===== config.mk =====
export PLATFORM = sky130hd
export DESIGN_NAME = lvl_irq_ctrl
export DESIGN_NICKNAME = d
export VERILOG_FILES = /design/src/rtl/lic_pkg.sv /design/src/rtl/lic_src_bank.sv /design/src/rtl/lic_arbiter.sv /design/src/rtl/lic_ctx_stack.sv /design/src/rtl/lvl_irq_ctrl.sv
export SDC_FILE = /design/constraint.sdc
export NUM_CORES = 1
export LEC_CHECK = 0
export BUFFER_PORTS_ARGS = -buffer_cell sky130_fd_sc_hd__buf_2
export CAP_MARGIN = 0
export CORE_MARGIN = 10
export CORE_UTILIZATION = 45
export CTS_BUF_LIST = sky130_fd_sc_hd__clkbuf_4 sky130_fd_sc_hd__clkbuf_8
export CTS_CLUSTER_DIAMETER = 30
export CTS_CLUSTER_SIZE = 8
export DETAILED_ROUTE_END_ITERATION = 10
export GPL_ROUTABILITY_DRIVEN = 0
export PLACE_DENSITY_LB_ADDON = 0.3
export SYNTH_ARGS = -nofsm -noshare
export SYNTH_HDL_FRONTEND = slang
export SYNTH_SLANG_ARGS = --single-unit

===== constraint.sdc =====
create_clock -name clk -period 4.85 [get_ports clk]
set_input_delay 0.97 -clock clk [delete_from_list [all_inputs] [get_ports clk]]
set_output_delay 0.97 -clock clk [all_outputs]
set_load 0.01 [all_outputs]

===== src/rtl/lic_pkg.sv =====
package lic_pkg;

    localparam int LVL_W = 3;
    localparam logic [LVL_W-1:0] LVL_OFF = 3'd7;

    typedef enum logic [1:0] {
        ST_IDLE  = 2'd0,
        ST_ENTER = 2'd1,
        ST_LEAVE = 2'd2
    } lic_state_e;

    typedef enum logic [1:0] {
        WK_ENABLE = 2'd0,
        WK_LEVEL  = 2'd1,
        WK_CLEAR  = 2'd2,
        WK_NONE   = 2'd3
    } wr_kind_e;

    typedef struct packed {
        logic [LVL_W-1:0] mask;
        logic             ie;
    } ctx_t;

endpackage


===== src/rtl/lic_src_bank.sv =====
module lic_src_bank
    import lic_pkg::*;
#(
    parameter int NUM_SRC = 8,
    parameter int SRC_W   = 3
) (
    input  logic                          clk,
    input  logic                          rst_n,
    input  logic [NUM_SRC-1:0]            cause_set,
    input  logic                          wr_en,
    input  logic [SRC_W-1:0]              wr_idx,
    input  logic [1:0]                    wr_kind,
    input  logic [LVL_W-1:0]              wr_data,
    output logic [NUM_SRC-1:0]            src_req,
    output logic [NUM_SRC-1:0][LVL_W-1:0] src_lvl
);

    wr_kind_e kind;
    assign kind = wr_kind_e'(wr_kind);

    for (genvar g = 0; g < NUM_SRC; g++) begin : g_src
        logic             sel;
        logic             cause_q;
        logic             en_q;
        logic [LVL_W-1:0] lvl_q;

        assign sel = wr_en && (wr_idx == SRC_W'(g));

        always_ff @(posedge clk or negedge rst_n) begin
            if (!rst_n) begin
                cause_q <= 1'b0;
                en_q    <= 1'b0;
                lvl_q   <= LVL_OFF;
            end else begin
                // a fresh event is never lost to a simultaneous clear
                if (cause_set[g]) begin
                    cause_q <= 1'b1;
                end else if (sel && kind == WK_CLEAR) begin
                    cause_q <= 1'b0;
                end
                if (sel && kind == WK_ENABLE) begin
                    en_q <= wr_data[0];
                end
                if (sel && kind == WK_LEVEL) begin
                    lvl_q <= wr_data;
                end
            end
        end

        assign src_req[g] = cause_q && en_q && (lvl_q != LVL_OFF);
        assign src_lvl[g] = lvl_q;

        // a requesting source never carries the disabled level
        p_no_off_req_r1: assert property (@(posedge clk) disable iff (!rst_n)
            src_req[g] |-> (src_lvl[g] != LVL_OFF));
    end

endmodule


===== src/rtl/lic_arbiter.sv =====
module lic_arbiter
    import lic_pkg::*;
#(
    parameter int NUM_SRC = 8,
    parameter int SRC_W   = 3
) (
    input  logic [NUM_SRC-1:0]            src_req,
    input  logic [NUM_SRC-1:0][LVL_W-1:0] src_lvl,
    output logic                          win_vld,
    output logic [SRC_W-1:0]              win_idx,
    output logic [LVL_W-1:0]              win_lvl
);

    // strict compare while scanning upward keeps the lowest index on ties
    always_comb begin
        win_vld = 1'b0;
        win_idx = '0;
        win_lvl = LVL_OFF;
        for (int i = 0; i < NUM_SRC; i++) begin
            if (src_req[i] && (src_lvl[i] < win_lvl)) begin
                win_vld = 1'b1;
                win_idx = SRC_W'(i);
                win_lvl = src_lvl[i];
            end
        end
    end

endmodule


===== src/rtl/lic_ctx_stack.sv =====
module lic_ctx_stack
    import lic_pkg::*;
#(
    parameter int DEPTH = 4
) (
    input  logic clk,
    input  logic rst_n,
    input  logic push,
    input  logic pop,
    input  ctx_t push_ctx,
    output ctx_t top_ctx,
    output logic empty,
    output logic full
);

    localparam int PTR_W = (DEPTH > 1) ? $clog2(DEPTH) : 1;
    localparam int CNT_W = $clog2(DEPTH + 1);

    ctx_t             mem [DEPTH];
    logic [CNT_W-1:0] fill;
    logic [CNT_W-1:0] top_pos;

    assign top_pos = fill - CNT_W'(1);
    assign empty   = (fill == '0);
    assign full    = (fill == CNT_W'(DEPTH));
    assign top_ctx = mem[top_pos[PTR_W-1:0]];

    always_ff @(posedge clk or negedge rst_n) begin
        if (!rst_n) begin
            fill <= '0;
            for (int i = 0; i < DEPTH; i++) begin
                mem[i] <= '0;
            end
        end else if (push) begin
            mem[fill[PTR_W-1:0]] <= push_ctx;
            fill <= fill + CNT_W'(1);
        end else if (pop) begin
            fill <= top_pos;
        end
    end

    // acceptance logic must never push into a full stack
    p_no_overflow_r12: assert property (@(posedge clk) disable iff (!rst_n)
        push |-> !full);
    // a return never pops an empty stack
    p_no_underflow_r9: assert property (@(posedge clk) disable iff (!rst_n)
        pop |-> !empty);
    // push and pop are mutually exclusive
    p_push_pop_excl_r9: assert property (@(posedge clk) disable iff (!rst_n)
        !(push && pop));

endmodule


===== src/rtl/lvl_irq_ctrl.sv =====
module lvl_irq_ctrl
    import lic_pkg::*;
#(
    parameter int NUM_SRC   = 8,
    parameter int WAIT_N    = 1,
    parameter int STK_DEPTH = 4,
    localparam int SRC_W    = (NUM_SRC > 1) ? $clog2(NUM_SRC) : 1
) (
    input  logic               clk,
    input  logic               rst_n,
    input  logic [NUM_SRC-1:0] cause_set,
    input  logic               wr_en,
    input  logic [SRC_W-1:0]   wr_idx,
    input  logic [1:0]         wr_kind,
    input  logic [2:0]         wr_data,
    input  logic               ie_wr,
    input  logic               ie_val,
    input  logic               insn_end,
    input  logic               ret_req,
    output logic [2:0]         req_lvl,
    output logic [2:0]         cur_mask,
    output logic               ie_flag,
    output logic               busy,
    output logic               take_pulse,
    output logic [SRC_W-1:0]   take_idx
);

    localparam int ENTRY_CYC = 24 + 6 * WAIT_N;
    localparam int LEAVE_CYC = 15 + 6 * WAIT_N;
    localparam int CNT_W     = $clog2(ENTRY_CYC + 1);

    logic [NUM_SRC-1:0]            src_req;
    logic [NUM_SRC-1:0][LVL_W-1:0] src_lvl;
    logic                          win_vld;
    logic [SRC_W-1:0]              win_idx;
    logic [LVL_W-1:0]              win_lvl;

    lic_state_e       state, nxt_state;
    logic [CNT_W-1:0] cnt, nxt_cnt;
    logic             idle;
    logic             do_take;
    logic             do_ret;
    ctx_t             push_ctx;
    ctx_t             top_ctx;
    logic             stk_empty;
    logic             stk_full;

    lic_src_bank #(
        .NUM_SRC (NUM_SRC),
        .SRC_W   (SRC_W)
    ) i_bank (
        .clk       (clk),
        .rst_n     (rst_n),
        .cause_set (cause_set),
        .wr_en     (wr_en),
        .wr_idx    (wr_idx),
        .wr_kind   (wr_kind),
        .wr_data   (wr_data),
        .src_req   (src_req),
        .src_lvl   (src_lvl)
    );

    lic_arbiter #(
        .NUM_SRC (NUM_SRC),
        .SRC_W   (SRC_W)
    ) i_arb (
        .src_req (src_req),
        .src_lvl (src_lvl),
        .win_vld (win_vld),
        .win_idx (win_idx),
        .win_lvl (win_lvl)
    );

    assign push_ctx = '{mask: cur_mask, ie: ie_flag};

    lic_ctx_stack #(
        .DEPTH (STK_DEPTH)
    ) i_stk (
        .clk      (clk),
        .rst_n    (rst_n),
        .push     (do_take),
        .pop      (do_ret),
        .push_ctx (push_ctx),
        .top_ctx  (top_ctx),
        .empty    (stk_empty),
        .full     (stk_full)
    );

    // decision terms: a return takes precedence over an acceptance
    assign idle    = (state == ST_IDLE);
    assign do_ret  = idle && ret_req && !stk_empty;
    assign do_take = idle && !do_ret && insn_end && win_vld
                     && (win_lvl < cur_mask) && ie_flag && !stk_full;

    always_comb begin
        nxt_state = state;
        nxt_cnt   = cnt;
        unique case (state)
            ST_IDLE: begin
                if (do_ret) begin
                    nxt_state = ST_LEAVE;
                    nxt_cnt   = CNT_W'(LEAVE_CYC - 1);
                end else if (do_take) begin
                    nxt_state = ST_ENTER;
                    nxt_cnt   = CNT_W'(ENTRY_CYC - 1);
                end
            end
            ST_ENTER, ST_LEAVE: begin
                if (cnt == '0) begin
                    nxt_state = ST_IDLE;
                end else begin
                    nxt_cnt = cnt - CNT_W'(1);
                end
            end
            default: begin
                nxt_state = ST_IDLE;
                nxt_cnt   = '0;
            end
        endcase
    end

    // state register
    always_ff @(posedge clk or negedge rst_n) begin
        if (!rst_n) begin
            state <= ST_IDLE;
            cnt   <= '0;
        end else begin
            state <= nxt_state;
            cnt   <= nxt_cnt;
        end
    end

    // outputs and processor-side context
    always_ff @(posedge clk or negedge rst_n) begin
        if (!rst_n) begin
            take_pulse <= 1'b0;
            take_idx   <= '0;
            cur_mask   <= LVL_OFF;
            ie_flag    <= 1'b0;
        end else begin
            take_pulse <= do_take;
            if (do_take) begin
                take_idx <= win_idx;
                cur_mask <= win_lvl;
            end else if (do_ret) begin
                cur_mask <= top_ctx.mask;
            end
            if (do_ret) begin
                ie_flag <= top_ctx.ie;
            end else if (ie_wr) begin
                ie_flag <= ie_val;
            end
        end
    end

    assign busy    = !idle;
    assign req_lvl = win_lvl;

    // no requesting source is more urgent than the forwarded level
    for (genvar g = 0; g < NUM_SRC; g++) begin : g_chk
        p_req_min_r3: assert property (@(posedge clk) disable iff (!rst_n)
            src_req[g] |-> (win_vld && (req_lvl <= src_lvl[g])));
    end

    // an entry follows only a more urgent level with the flag set
    p_take_gate_r4: assert property (@(posedge clk) disable iff (!rst_n)
        take_pulse |-> ($past(ie_flag) && ($past(req_lvl) < $past(cur_mask))));
    // the mask carries the accepted level
    p_mask_load_r5: assert property (@(posedge clk) disable iff (!rst_n)
        take_pulse |-> (cur_mask == $past(req_lvl)));
    // entry only at an instruction boundary
    p_boundary_r6: assert property (@(posedge clk) disable iff (!rst_n)
        take_pulse |-> $past(insn_end));
    // the entry pulse lasts one cycle
    p_single_pulse_r7: assert property (@(posedge clk) disable iff (!rst_n)
        take_pulse |=> !take_pulse);
    // no entry while a sequence is running
    p_busy_blocks_r8: assert property (@(posedge clk) disable iff (!rst_n)
        busy |=> !take_pulse);
    // every entry starts a busy period
    p_take_busy_r8: assert property (@(posedge clk) disable iff (!rst_n)
        take_pulse |-> busy);

endmodule


==> impl_metrics.yaml, run 1 <==
die:
  fp-row-count: 37
  dieArea_um2: 15100
  die-width_um: 123
  start_util_pct: 46.3
  dieHeight_um: 123
  ios: 35
  core_area_um2: 10300
cts:
  cts_tree: "done"
  cts-htree-levels: 3
  clock_path_buffers: 2
  hold_buffers: 0
  clock_sinks: 74
  cts_made_buffers: 9
  clk_pin_slew_ns: 0.08
  root_buffer: "clkbuf_8"
  clock_latency_ns: 0.36
grt:
  track_usage_pct: 16.3
  antenna_found_initial: 0
  grt_pass1_vias: 3954
  grt_start_max_net_pins: 75
  grt_pass1_wl_mm: 20.0
  overflow: 0
synth:
  synth_most_common_cell: "nand2_1"
  synth_flop_cell: "dfrtp_1"
  synth_area_leader_cell: "dfrtp_1"
  yosys_warnings: 0
  ys_seq_elements: 74
  avgSynthCellArea_um2: 10.1
  netlist_area_um2: 4780
  synth_enable_flop_cells: 0
  yosys-top-cells-area: "dfrtp_1, dfstp_2, mux2_2"
  syn_inst: 475
  ys_seq_area_share_pct: 39.4
  synth_fp_nets: 511
  synth_cell_types: 81
  synth_top_area_share_pct: 24.6
  netlist_top_cells_count: "nand2_1, dfrtp_1, mux2_2, dfstp_2, nor2_1"
  async_flop_share_pct: 100
timing:
  slew_violations: 0
  slew_headroom_pct: 24.0
  clock.fmax_mhz: 202
  fin_skew_ns: 0.0109
  tns_ns: -0.185
  fin_crit_ns: 4.96
  grt_setup_unrepaired: "yes"
  final-hold-violation-count: 0
  fin_crit_sh_pct: 102
  layout_setup_ws_ns: -0.106
  whs_ns: 0.471
  tightestPinTransition_ns: 1.14
  setup_viol: 3
pwr:
  power.total_mw: 3.34
  p_per_area_nw_per_um2: 563
  peakVddDrop_uv: 303
  sw_frac_of_total_pct: 39.9
  p_sw_mw: 1.33
  comb_power_share_pct: 52.7
  power.internal_mw: 2.01
  seqPwrFrac_pct: 29.4
  cellLeakagePower_nw: 2.53
  power_frac_clock_pct: 17.9
critical_path:
  worstSetupEndpointType: "output pin"
  critPathArrivalTime_ns: 3.99
  required_ns: 3.88
  cp-start-kind: "register"
  ff2ff_setup_slack_ns: -0.05
  reg2reg_depth: 21
  critical_path_class: "register to output pin"
  critPathMaxFanout: 6
route:
  wirelength_mm: 12.0
  final_antenna_net_count: 0
  routedWlPerCell_um: 17.4
  route.vias.total: 3926
  drc: 0
  drt_iter0_drc: 237
  vias_per_cell: 5.72
  dr.pass1.iters: 4
final_layout:
  fin_util_pct: 57.5
  finalNetCount: 581
  nFillCells: 855
  n_antenna_cell: 0
  syn_to_final_growth_pct: 24.2
  drive_gt1_share_pct: 40.5
placement:
  dp.final_hpwl_mm: 8.67
  port_buffers: 34
  pre_cts_ws_ns: -0.124
run_status:
  violations: "negative setup slack"
  status: "finished with violations"
flow_run:
  cap_violations: 0
worst_hold_path:
  worstHoldPathType: "register to register"
  holdPathStages: 1
==> path summary, 6_finish.rpt <==
path                                               start                       to
worst max-delay path            i_bank.g_src[1].lvl_q[2]               req_lvl[1]
worst min register to register              i_stk.mem[0]             i_stk.mem[0]
min in group asynchronous                          rst_n  i_bank.g_src[4].cause_q
worst max register to register  i_bank.g_src[1].lvl_q[2]              cur_mask[0]
max in group asynchronous                          rst_n              take_idx[2]
worst min-delay path                        i_stk.mem[0]             i_stk.mem[0]
==> layer usage <==
layer / wire length [µm] / part of all wire [%] / track usage [%] / up-vias
li1: - / - / - / 1918
met1: 5620 / 47 / 21.6 / 1908
met2: 5650 / 47 / 25.5 / 77
met3: 409 / 3.4 / 3.14 / 23
met4: 284 / 2.4 / 6.84 / 0
met5: 0 / 0 / 0 / -
==> layout by cell type, fill, tap and decap left out, types with 6 or more instances in the layout <==
master and count:
buf_4 35, mux2_2 38, buf_6 6, dfrtp_1 47, inv_1 25, a21oi_1 11
o21ai_0 17, nand2b_1 18, nand2_1 47, a31oi_1 8, nor2_1 25, a21o_1 11
clkbuf_8 10, dfstp_2 27, ha_1 12, buf_2 30, nor3_1 14
==> worst max-delay path, cell delays in order (launching register included) <==
cell	delay (ns)
dfstp_2	0.59
nor3b_1	0.07
a211o_1	0.33
o211ai_4	0.14
mux2i_2	0.29
o22ai_2	0.13
o31a_4	0.32
o21a_4	0.24
nor2_4	0.08
a21o_1	0.20
ha_4	0.22
a32oi_1	0.14
nand2_1	0.13
o21ai_4	0.11
mux2i_1	0.33
buf_4	0.19
buf_6	0.10
==> repair_timing <==
item,CTS,global route
buffers inserted,11,6
cloned,0,1
resized for setup,15,42
pin swaps,16,14
setup endpoints to repair,27,35
==> stage by stage <==
stage               instance area, µm²  std cells
floorplan                         4810        475
global placement                  5230        652
detailed placement                5230        652
CTS                               5640        679
global route                      5940        686
finish                            5940        686
==> cell type report <==
type | count | area (µm²) | share of cell area, %
inverters | 25 | 93.8 | 1.58
repair buffers | 73 | 520 | 8.77
multi-input cells | 362 | 3010 | 50.8
well taps | 136 | 170 | 2.87
clock buffers | 12 | 153 | 2.57
flip-flops and latches | 74 | 1890 | 31.8
clock inverters | 4 | 98.8 | 1.67
==> registers in the layout (all words and copies together), names as in the netlist <==
name	count
i_stk.fill	3
take_idx	3
take_pulse	1
i_bank.g_src.cause_q	8
cnt	5
state	2
ie_flag	1
i_stk.mem	16
cur_mask	3
i_bank.g_src.en_q	8
i_bank.g_src.lvl_q	24
==> kinds of logic (layout without fill, tap and decap cells) <==
logic type	after synthesis	count (layout)	synth area share, %
simple gates	168	168	18.9
flops	74	74	39.4
buf+inv	39	114	3.51
xor+xnor	2	2	0.366
compound gates	123	123	20.5
mux	53	53	13.2
fa+ha+maj	16	16	4.03
==> power groups by stage <==
stage / Clock [mW] / Combinational, mW / Sequential [mW]
floorplan: 0 / 1.06 / 0.924
global placement: 0 / 1.38 / 0.976
detailed placement: 0 / 1.42 / 0.982
CTS: 0.607 / 1.53 / 0.972
global route: 0.638 / 1.93 / 1.01
finish: 0.599 / 1.76 / 0.983
No activity file was read; power rests on OpenSTA's default activity.
==> inputs of run 2 (changes only) <==
Settings changed: SETUP_SLACK_MARGIN set to 0.3.
==> impl_metrics.yaml, run 2 (synthesis gave the netlist of run 1 again) <==
die:
  dieArea_um2: 15100
  die-width_um: 123
  fp-row-count: 37
  start_util_pct: 46.3
  core_area_um2: 10300
  ios: 35
  dieHeight_um: 123
placement:
  placed_area_um2: 5240
  port_buffers: 34
  dp.final_hpwl_mm: 8.92
final_layout:
  final_cell_mix: "dfrtp_1, buf_4, nand2_1"
  finalNetCount: 597
  largest_register: "i_bank.g_src.lvl_q"
  n_antenna_cell: 0
  final_area_um2: 6170
  drive_gt1_share_pct: 43.6
  syn_to_final_growth_pct: 29.1
  largest_reg_flops: 24
  top_regs: "i_bank.g_src.lvl_q x24, i_stk.mem x16"
critical_path:
  timing.rr.end: "i_stk.mem[14]"
  rr_startpoint: "i_bank.g_src[1].lvl_q[1]"
  critPathArrivalTime_ns: 4.03
  critical_path_class: "register to output pin"
  worstSetupEndpointType: "output pin"
  critPathMaxFanout: 8
  cp-start-kind: "register"
  reg2reg_depth: 19
  required_ns: 3.88
  ff2ff_setup_slack_ns: -0.09
timing:
  layout_setup_ws_ns: -0.146
  grt_setup_unrepaired: "yes"
  tns_ns: -1.59
  fin_crit_sh_pct: 103
  clock.fmax_mhz: 200
  tightestPinTransition_ns: 1.28
  slew_violations: 0
  setup_viol: 24
  final-hold-violation-count: 0
  slew_headroom_pct: 14.3
  fin_skew_ns: 0.00689
  whs_ns: 0.468
  fin_crit_ns: 5.00
cts:
  clk_pin_slew_ns: 0.08
  clock_sinks: 74
  cts-htree-levels: 3
  clock_latency_ns: 0.36
  cts_tree: "done"
  cts_made_buffers: 9
  clock_path_buffers: 2
  root_buffer: "clkbuf_8"
route:
  final_antenna_net_count: 0
  drt_iter0_drc: 213
  wirelength_mm: 13.2
  vias_per_cell: 5.83
  route.vias.total: 4092
  routedWlPerCell_um: 18.8
  dr.pass1.iters: 5
  drc: 0
grt:
  grt_pass1_wl_mm: 21.6
  grt_start_max_net_pins: 75
  grt_pass1_vias: 4213
  track_usage_pct: 17.8
  overflow: 0
  antenna_found_initial: 0
worst_hold_path:
  holdPathStages: 1
  hold_start: "i_stk.mem[12]"
  hold_path_end: "i_stk.mem[12]"
  worstHoldPathType: "register to register"
pwr:
  p_per_area_nw_per_um2: 565
  peakVddDrop_uv: 274
  cellLeakagePower_nw: 2.63
run_status:
  status: "finished with violations"
  violations: "negative setup slack"
flow_run:
  cap_violations: 0
-- run 2: changes by cell type in the layout (fill, tap and decap cells not counted), moves of 3 or more --
cell | previous run | this run
nand3_2 | 4 | 1
mux2_2 | 38 | 27
mux2_4 | 4 | 15
a21oi_4 | 5 | 1
buf_6 | 6 | 9
nand3_4 | 2 | 5
buf_4 | 35 | 47
a21oi_2 | 3 | 6
-- run 2: cell type report --
cell class | instances | area, µm²
fill | 846 | 4150
inverter | 25 | 93.8
multi-input combinational | 363 | 3170
tap | 136 | 170
clock buffer | 11 | 145
sequential | 74 | 1890
timing repair buffer | 88 | 624
clock inverter | 5 | 78.8
-- run 2: report_power, final --
group | switching [mW] | internal, mW | leakage (nW)
registers | 0.189 | 0.804 | 0.860
logic | 1.02 | 0.933 | 1.66
clock network | 0.235 | 0.309 | 0.117
-- run 2: critical path, cell delays in order (launching register included) --
cell and delay [ns]:
dfstp_2 0.60, a22o_1 0.18, o211ai_2 0.12, o211ai_4 0.30, mux2i_4 0.32, o22ai_4 0.11, o31a_4 0.32, o21a_4 0.25
nor2_4 0.11, a21o_1 0.18, ha_4 0.22, a32oi_2 0.19, nand2_2 0.11, o21ai_4 0.10, mux2i_2 0.29, buf_4 0.17
buf_6 0.10
-- run 2: how the worst max path moves through the flow --
stage / start / endpoint / slack (ns) / cells after the start
global route: i_bank.g_src[1].lvl_q[1] / i_stk.mem[3] / -0.31 / 19
global placement: i_bank.g_src[1].lvl_q[1] / i_stk.mem[1] / 0.04 / 19
finish: i_bank.g_src[1].lvl_q[1] / req_lvl[1] / -0.15 / 16
detailed placement: i_bank.g_src[1].lvl_q[1] / i_stk.mem[3] / -0.06 / 20
CTS: i_bank.g_src[1].lvl_q[2] / req_lvl[1] / -0.03 / 17
floorplan: i_bank.g_src[2].lvl_q[2] / cur_mask[2] / 0.14 / 22
-- run 2: routing by layer --
metal / track usage, % / vias to the layer above / routed length [µm]
li1: - / 1947 / -
met1: 21.9 / 2033 / 5870
met2: 30.6 / 95 / 6600
met3: 2.83 / 17 / 505
met4: 6.91 / 0 / 206
met5: 0 / - / 0
-- run 2: timing repair --
| item | CTS | global route |
|---|---|---|
| hold buffers | 0 | 0 |
| setup endpoints to repair | 36 | 36 |
| setup buffers | 29 | 9 |
| pin swaps | 29 | 12 |
| gates cloned | 1 | 0 |
| resized for setup | 67 | 10 |
-- run 2: per-stage QoR --
step | power, mW | instances | worst slack (ns) | util, %
2_1_floorplan | 2.01 | 475 | 0.142 | -
3_3_place_gp | 2.37 | 647 | 0.0448 | 50.7
3_5_place_dp | 2.42 | 647 | -0.0596 | 50.7
4_1_cts | 3.34 | 693 | -0.0276 | 58.5
5_1_grt | 3.69 | 702 | -0.312 | 59.8
6_report | 3.49 | 702 | -0.146 | 59.8
